[src/rtl/core_dbg_pkg.sv]
// Shared types and bit positions of the per-core debug control word.
package core_dbg_pkg;
    // Stored configuration, MSB first: field order matches register bits 5..0.
    typedef struct packed {
        logic brk_errtrap;   // bit 5
        logic brk_anytrap;   // bit 4
        logic brk_swbp;      // bit 3
        logic brk_wpt;       // bit 2
        logic brk_err;       // bit 1
        logic trace_on;      // bit 0
    } dbg_cfg_t;

    localparam int CFG_W     = $bits(dbg_cfg_t);
    localparam int BIT_DMODE = 6;
    localparam int BIT_ONE   = 7;
    localparam int BIT_ZERO  = 8;
    localparam int BIT_ERR   = 9;
    localparam int BIT_HALT  = 10;
    localparam int BIT_PWR   = 11;
    localparam int STAT_TOP  = BIT_PWR;
endpackage

[src/rtl/dbg_trap_classify.sv]
// Trap type classifier.
// Flags the watchpoint trap type and the benign trap types that the
// "error traps only" break mode skips. Assumes TT_W >= 8; upper bits
// beyond 8 must be zero for a type to match a benign code.
module dbg_trap_classify #(
    parameter int TT_W = 8
) (
    input  logic [TT_W-1:0] tt,
    output logic            is_wpt,
    output logic            is_benign
);
    localparam logic [TT_W-1:0] TT_WPT      = TT_W'(8'h0B);
    localparam logic [TT_W-1:0] TT_FIX_LO   = TT_W'(8'h03);
    localparam logic [TT_W-1:0] TT_FIX_HI   = TT_W'(8'h06);
    localparam logic [TT_W-1:0] TT_TCC_LO   = TT_W'(8'h11);
    localparam logic [TT_W-1:0] TT_TCC_HI   = TT_W'(8'h1F);
    localparam logic [TT_W-1:0] TT_SW_LO    = TT_W'(8'h80);
    localparam logic [TT_W-1:0] TT_SW_HI    = TT_W'(8'hFF);

    // Compare the type against the watchpoint code and the benign ranges.
    always_comb begin
        is_wpt    = (tt == TT_WPT);
        is_benign = ((tt >= TT_FIX_LO) && (tt <= TT_FIX_HI)) ||
                    ((tt >= TT_TCC_LO) && (tt <= TT_TCC_HI)) ||
                    ((tt >= TT_SW_LO)  && (tt <= TT_SW_HI));
    end
endmodule

[src/rtl/dbg_break_decide.sv]
// Break decision.
// Combines the enabled break sources into one debug request. Assumes the
// event inputs are single-cycle pulses; no request while already in debug.
module dbg_break_decide
    import core_dbg_pkg::*;
(
    input  dbg_cfg_t cfg,
    input  logic     in_dbg,
    input  logic     trap_valid,
    input  logic     is_wpt,
    input  logic     is_benign,
    input  logic     bkpt_insn,
    input  logic     err_cond,
    output logic     req
);
    logic trap_hit;
    logic other_hit;

    // Select the trap classes that are enabled, then the non-trap sources.
    always_comb begin
        trap_hit  = trap_valid && (cfg.brk_anytrap ||
                                   (cfg.brk_errtrap && !is_benign) ||
                                   (cfg.brk_wpt && is_wpt));
        other_hit = (bkpt_insn && cfg.brk_swbp) || (err_cond && cfg.brk_err);
        req       = !in_dbg && (trap_hit || other_hit);
    end
endmodule

[src/rtl/dbg_ctl_regs.sv]
// Control register and debug-mode flag.
// Stores the six configuration bits, latches debug mode one edge after a
// request, and turns writes of the error and halt bits into pulses.
// Assumes resume is not asserted together with a request.
module dbg_ctl_regs
    import core_dbg_pkg::*;
#(
    parameter int DATA_W = 32
) (
    input  logic              clk,
    input  logic              rst_n,
    input  logic              we,
    input  logic [DATA_W-1:0] wdata,
    input  logic              req,
    input  logic              resume,
    input  logic              core_err,
    input  logic              core_halted,
    input  logic              core_pwrdn,
    output dbg_cfg_t          cfg,
    output logic              dbg_mode,
    output logic [DATA_W-1:0] rdata,
    output logic              halt_req,
    output logic              err_clr
);
    logic unused_wbits;
    assign unused_wbits = ^{wdata[DATA_W-1:BIT_HALT+1], wdata[BIT_ZERO:BIT_DMODE]};

    // Store the configuration bits on a write.
    always_ff @(posedge clk) begin
        if (!rst_n)
            cfg <= '0;
        else if (we)
            cfg <= dbg_cfg_t'(wdata[CFG_W-1:0]);
    end

    // Track debug mode: set after a request, cleared by resume.
    always_ff @(posedge clk) begin
        if (!rst_n)
            dbg_mode <= 1'b0;
        else if (req)
            dbg_mode <= 1'b1;
        else if (resume)
            dbg_mode <= 1'b0;
    end

    // Turn action bits of a write into one-cycle pulses.
    always_comb begin
        err_clr  = we && wdata[BIT_ERR];
        halt_req = we && wdata[BIT_HALT] && dbg_mode;
    end

    // Assemble the read word from stored bits, status and constants.
    always_comb begin
        rdata                = '0;
        rdata[CFG_W-1:0]     = cfg;
        rdata[BIT_DMODE]     = dbg_mode;
        rdata[BIT_ONE]       = 1'b1;
        rdata[BIT_ZERO]      = 1'b0;
        rdata[BIT_ERR]       = core_err;
        rdata[BIT_HALT]      = core_halted;
        rdata[BIT_PWR]       = core_pwrdn;
    end
endmodule

[src/rtl/core_dbg_ctl.sv]
// Per-core debug control top.
// Ties the trap classifier, break decision and control register together.
// Assumes all inputs are synchronous to clk and event inputs are pulses.
module core_dbg_ctl
    import core_dbg_pkg::*;
#(
    parameter int DATA_W = 32,
    parameter int TT_W   = 8
) (
    input  logic              clk,
    input  logic              rst_n,
    input  logic              reg_we,
    input  logic [DATA_W-1:0] reg_wdata,
    output logic [DATA_W-1:0] reg_rdata,
    input  logic              trap_valid,
    input  logic [TT_W-1:0]   trap_tt,
    input  logic              err_cond,
    input  logic              bkpt_insn,
    input  logic              resume,
    input  logic              core_err,
    input  logic              core_halted,
    input  logic              core_pwrdn,
    output logic              dbg_req,
    output logic              halt_req,
    output logic              err_clr,
    output logic              trace_en
);
    dbg_cfg_t cfg;
    logic     dbg_mode;
    logic     is_wpt;
    logic     is_benign;

    dbg_trap_classify #(.TT_W(TT_W)) u_class (
        .tt        (trap_tt),
        .is_wpt    (is_wpt),
        .is_benign (is_benign)
    );

    dbg_break_decide u_decide (
        .cfg        (cfg),
        .in_dbg     (dbg_mode),
        .trap_valid (trap_valid),
        .is_wpt     (is_wpt),
        .is_benign  (is_benign),
        .bkpt_insn  (bkpt_insn),
        .err_cond   (err_cond),
        .req        (dbg_req)
    );

    dbg_ctl_regs #(.DATA_W(DATA_W)) u_regs (
        .clk         (clk),
        .rst_n       (rst_n),
        .we          (reg_we),
        .wdata       (reg_wdata),
        .req         (dbg_req),
        .resume      (resume),
        .core_err    (core_err),
        .core_halted (core_halted),
        .core_pwrdn  (core_pwrdn),
        .cfg         (cfg),
        .dbg_mode    (dbg_mode),
        .rdata       (reg_rdata),
        .halt_req    (halt_req),
        .err_clr     (err_clr)
    );

    // Trace enable follows the stored bit only.
    assign trace_en = cfg.trace_on;
endmodule

[config.mk]
export PLATFORM = sky130hd
export DESIGN_NAME = core_dbg_ctl
export DESIGN_NICKNAME = d
export VERILOG_FILES = /design/src/rtl/core_dbg_pkg.sv /design/src/rtl/dbg_trap_classify.sv /design/src/rtl/dbg_break_decide.sv /design/src/rtl/dbg_ctl_regs.sv /design/src/rtl/core_dbg_ctl.sv
export SDC_FILE = /design/constraint.sdc
export NUM_CORES = 1
export LEC_CHECK = 0
export BUFFER_PORTS_ARGS = -buffer_cell sky130_fd_sc_hd__clkbuf_2
export CAP_MARGIN = 25
export CORE_MARGIN = 2
export CORE_UTILIZATION = 30
export DETAILED_ROUTE_END_ITERATION = 6
export PLACE_DENSITY = 0.8
export SLEW_MARGIN = 30
export SYNTH_ARGS = -nofsm -noshare
export SYNTH_HDL_FRONTEND = slang
export SYNTH_HIERARCHICAL = 1
export SYNTH_SLANG_ARGS = --single-unit
[constraint.sdc]
create_clock -name clk -period 1.6 [get_ports clk]
set_input_delay 0.08 -clock clk [delete_from_list [all_inputs] [get_ports clk]]
set_output_delay 0.08 -clock clk [all_outputs]
set_load 0.02 [all_outputs]
; Word-level counts from Yosys, hierarchy flattened
; Index checks and enable logic that the tools add are counted.
[totals]
reg_bits = 7
input_bits = 50
out_inout_bits = 36
wordCells = 37
[op_classes]
order_cmp = 6
n_eq_ne = 1
mux = 2
n_reduce_logical = 21
[ops]
columns = cell, count
row1 = $logic_and 1x1->1, 12
row2 = $eq 8x4->1 const B, 1
row3 = $ge 8x2->1 const B, 1
row4 = $ge 8x5->1 const B, 1
row5 = $ge 8x8->1 const B, 1
row6 = $le 8x3->1 const B, 1
row7 = $le 8x5->1 const B, 1
row8 = $le 8x8->1 const B, 1
row9 = $logic_or 1x1->1, 6
row10 = $logic_not 1->1, 2
row11 = $mux 1, 2
row12 = $reduce_bool 2->1, 1

; Depth between registers and ports, before layout
[depth]
ltp_word = 12
ltp_mapped = 7
depth_no_buf = 7

; Modules after synthesis
; Netlist, hierarchy kept.
[modules_own_cells]
columns = module, n_inst, cells_per_inst, area_each_um2, seq_area_each_um2
row1 = dbg_ctl_regs, 1, 58, 525.5, 140.1
row2 = dbg_trap_classify, 1, 8, 55.1, 0.0
row3 = dbg_break_decide, 1, 5, 32.5, 0.0

; Least setup slack after synthesis
; No wires, ideal clock.
[synth_timing]
path_type = input-to-reg
start = input port trap_tt[2]
end = register u_regs.dbg_mode
setup_time_ns = 0.059
arrival_time_ns = 1.592
t_required_ns = 1.541
setup_slack_ns = -0.051
cell_stages = 7
path_buffers = 0
path_cell_list = or4_1 -> a31oi_1 -> o41ai_1 -> nor2b_1 -> o31ai_1 -> a21oi_1 -> o21a_1
[synth_via]
elab_chain_len = 12
word_cells_on_any_way = 22
classes_between = order compare: 6 / eq/ne: 1 / mux: 1 / reduce/logical: 14
[synth_lines]
columns = item, line_no
row1 = from (decl), core_dbg_ctl.sv:16  ; input logic [TT_W-1:0] trap_tt,
row2 = $ge 8x2->1 (tied with other cells), dbg_trap_classify.sv:23  ; is_benign = ((tt >= TT_FIX_LO) && (tt <= TT_FIX_HI)) ||
row3 = "$logic_and 1x1->1, on equally long branches", "dbg_trap_classify.sv:23, dbg_trap_classify.sv:24"
row4 = $logic_or 1x1->1, dbg_trap_classify.sv:23
row5 = $logic_or 1x1->1 *, dbg_trap_classify.sv:24  ; ((tt >= TT_TCC_LO) && (tt <= TT_TCC_HI)) ||
row6 = via is_benign, core_dbg_ctl.sv:31  ; logic is_benign;
row7 = $logic_not 1->1 *, dbg_break_decide.sv:22  ; (cfg.brk_errtrap && !is_benign) ||
row8 = $logic_and 1x1->1 *, dbg_break_decide.sv:22
row9 = $logic_or 1x1->1 *, dbg_break_decide.sv:21  ; trap_hit = trap_valid && (cfg.brk_anytrap ||
row10 = $logic_or 1x1->1 *, dbg_break_decide.sv:22
row11 = $logic_and 1x1->1 *, dbg_break_decide.sv:21
row12 = $logic_or 1x1->1 *, dbg_break_decide.sv:25  ; req = !in_dbg && (trap_hit || other_hit);
row13 = $logic_and 1x1->1 *, dbg_break_decide.sv:25
row14 = via dbg_req, core_dbg_ctl.sv:23  ; output logic dbg_req,
row15 = $mux 1 or $reduce_bool 2->1 (tied branches), --
row16 = to (signal assigned), dbg_ctl_regs.sv:39  ; dbg_mode <= 1'b0;
row17 = to (signal assigned), dbg_ctl_regs.sv:41  ; dbg_mode <= 1'b1;
row18 = to (signal assigned), dbg_ctl_regs.sv:43  ; dbg_mode <= 1'b0;
row19 = to (decl), dbg_ctl_regs.sv:20  ; output logic dbg_mode,
; Mark *: on every way through the listed nets, which the timed path passes. The rest lies on a longest branch.
; A chain may end at the register's enable or synchronous reset.

; Final worst setup path
[layout_timing]
start = input port trap_tt[0]
end = output port dbg_req
[layout_via]
elab_chain_len = 11
word_cells_on_any_way = 20
classes_between = order compare: 6 / eq/ne: 1 / reduce/logical: 13
[layout_lines]
columns = item, line_no
row1 = $ge 8x2->1 (tied with other cells), dbg_trap_classify.sv:23
row2 = "$logic_and 1x1->1, on equally long branches", "dbg_trap_classify.sv:23, dbg_trap_classify.sv:24"
row3 = $logic_or 1x1->1, dbg_trap_classify.sv:23
row4 = $logic_or 1x1->1 *, dbg_trap_classify.sv:24
row5 = via is_benign, core_dbg_ctl.sv:31
row6 = $logic_not 1->1 *, dbg_break_decide.sv:22
row7 = $logic_and 1x1->1 *, dbg_break_decide.sv:22
row8 = $logic_or 1x1->1 *, dbg_break_decide.sv:21
row9 = $logic_or 1x1->1 *, dbg_break_decide.sv:22
row10 = $logic_and 1x1->1 *, dbg_break_decide.sv:21
row11 = $logic_or 1x1->1 *, dbg_break_decide.sv:25
row12 = $logic_and 1x1->1 *, dbg_break_decide.sv:25
row13 = to (decl), core_dbg_ctl.sv:23
; Marked as above.

==> impl_metrics.yaml <==
sta:
  hold_viol: 0
  setup_viol: 0
  post-route-period-util: 0.997
  holdWs_ns: 0.0949
  fin_skew_ns: 0.000491
  rsz0062_at_grt: "true"
  fin_crit_ns: 1.60
  max_freq_ghz: 0.627
  slew_viol_final: 0
outcome:
  status: "finished clean"
synthesis:
  synth_area_leaders: "buf_4 (39%), dfxtp_1 (23%), mux2i_1 (9.8%), nor2b_1 (8.2%), buf_6 (1.8%)"
  yosys_warnings: 6
  synth-edff-count: 0
  synth_area_um2: 613
  syn_inst: 71
  syn_area_per_cell_um2: 8.64
  yosys.area.top_type: "buf_4"
  synthTopCellsByCount: "buf_4 (32), nor2b_1 (8), dfxtp_1 (7)"
  yosys_register_bits: 7
  ys_seq_area_frac: 0.229
  ys.flop_type: "dfxtp_1"
  synth.most_common_cell: "buf_4"
  ys_types: 21
  synthArstFlopShare: 0
  synth_top_area_frac: 0.392
finish:
  register_area_um2: 140
  multi_input_area_um2: 323
  stdcell_area_um2: 724
  final_core_util: 0.373
  drive_above_1_share: 0.464
  nFillCells: 213
  syn2layout_area_growth_pct: 18.2
  layout.nets: 148
  diodes: 0
floorplan:
  coreArea_mm2: 0.00194
  std_cell_rows: 16
  fp.dieArea_mm2: 0.00242
  die_y_um: 49.2
  ios: 86
  start_util: 0.316
  die_w_um: 49.2
placement:
  place.gp.congestion: 0.597
  hpwlAfterDp_um: 988
  portBuffers: 33
  dpl-instance-area_um2: 639
detailed_routing:
  vias_per_cell: 3.91
  ant_nets: 0
  vias: 485
  drc: 0
  drt_wl_total_mm: 1.26
  wire_per_inst_um: 10.2
  first_pass_iters: 3
  drt_iter0_markers: 2
setup_path:
  end_kind: "output port"
  cp_max_fo: 2
  critPathKind: "input port to output port"
  crit_path_start_kind: "input port"
  arrival_ns: 1.52
  crit_required_ns: 1.52
cts:
  cts_made_buffers: 3
  numClockSinks: 7
  clk_pin_slew_worst_paths_ns: 0.05
  cts.path.max_buffers: 2
  htree_levels: 1
  clock_latency_ns: 0.25
  clock-root-buffer: "clkbuf_4"
  hold_buffers: 0
  cts_tree: "yes"
power_and_ir_drop:
  clockPowerShare: 0.297
  pwr-share-seq: 0.369
  intPower_mw: 0.349
  combPwrFrac: 0.334
  worst_ir_drop_vdd_mv: 0.272
  p_sw_frac: 0.341
  p_leak_nw: 0.389
  power_density_mw_per_mm2: 731
  total_power_mw: 0.529
  p_sw_mw: 0.180
job:
  max_cap_viol_count: 0
global_routing:
  overflow: 0
  grt_pass1_wl_mm: 1.73
  grt_antenna_before_repair: 0
  grt_max_degree: 9
  first_global_vias: 401
  grt_use_total: 0.0981
worst_hold_path:
  hold_class: "input port to flop"
[power by group through the flow]
stage,logic [mW],registers [mW],clock network [mW]
final,0.177,0.195,0.157
after global routing,0.190,0.197,0.185
after CTS,0.164,0.195,0.173
after detailed placement,0.155,0.198,0
after global placement,0.151,0.198,0
after floorplan,0.171,0.198,0
[placed cells by master (no fill, tap or decap), drive strengths merged, types with 2 or more instances in the layout]
cell type   n
nor2b       8
and2        2
clkbuf     35
buf         4
mux2i       6
conb       22
dfxtp       7
[worst paths after layout]
path / cells after the start / slack [ns] / start / endpoint
max: 8 / 0.005 / trap_tt[0] / dbg_req
min: 3 / 0.09 / reg_wdata[4] / u_regs/cfg[4]$_SDFFE_PN0P_
max reg2reg: 6 / 0.27 / u_regs/cfg[5]$_SDFFE_PN0P_ / u_regs/dbg_mode$_SDFFE_PN0P_
min reg2reg: 2 / 0.54 / u_regs/cfg[1]$_SDFFE_PN0P_ / u_regs/cfg[1]$_SDFFE_PN0P_
[flip-flops by register name, summed over array words and instances (netlist names)]
signal and cells:
u_regs/dbg_mode 1, u_regs/cfg 6
[per-stage QoR]
stage | TNS [ns] | cells | setup WS [ns]
global placement | 0 | 118 | 0.0259
finish | 0 | 124 | 0.00476
global route | -0.0777 | 124 | -0.0777
floorplan | 0 | 91 | 0.0919
CTS | 0 | 123 | 0.0114
detailed placement | -0.0144 | 118 | -0.0144
[critical path: stages]
cell	delay (ns)
buf_6	0.10
or4_4	0.53
a31oi_2	0.16
o41ai_2	0.09
nor2b_1	0.14
o31ai_2	0.09
a21oi_2	0.16
clkbuf_8	0.16
[area by class of cell]
class	count	area share
Multi-Input combinational cell	51	0.446
Timing Repair Buffer	35	0.278
Sequential cell	7	0.193
Tap cell	27	0.0466
Clock buffer	4	0.0363
[per-layer routing]
| metal | track usage | routed length (µm) | share of wire |
|---|---|---|---|
| met5 | 0 | 0 | 0 |
| met4 | 0.0286 | 14 | 0.011 |
| met3 | 0.0613 | 133 | 0.11 |
| met2 | 0.173 | 696 | 0.55 |
| met1 | 0.0929 | 414 | 0.33 |
[timing repair]
action                                  4_1_cts  5_1_grt
endpoints found under the setup margin        1        1
setup buffers                                 1        1
gates resized for setup                       2        7
pin swaps                                     1        4
[cell families (layout without fill, tap and decap cells)]
kind of cell              count (synthesis)  count (layout)  synth area share
buffers and inverters                    33              39             0.410
muxes                                     6               6            0.0980
and+or+nand+nor                          16              16             0.167
AOI/OAI and AO/OA                         6               6            0.0694
xor gates and xnor gates                  1               1            0.0143
DFF                                       7               7             0.229
other                                     2              22            0.0122
No activity file was read; power rests on OpenSTA's default activity.
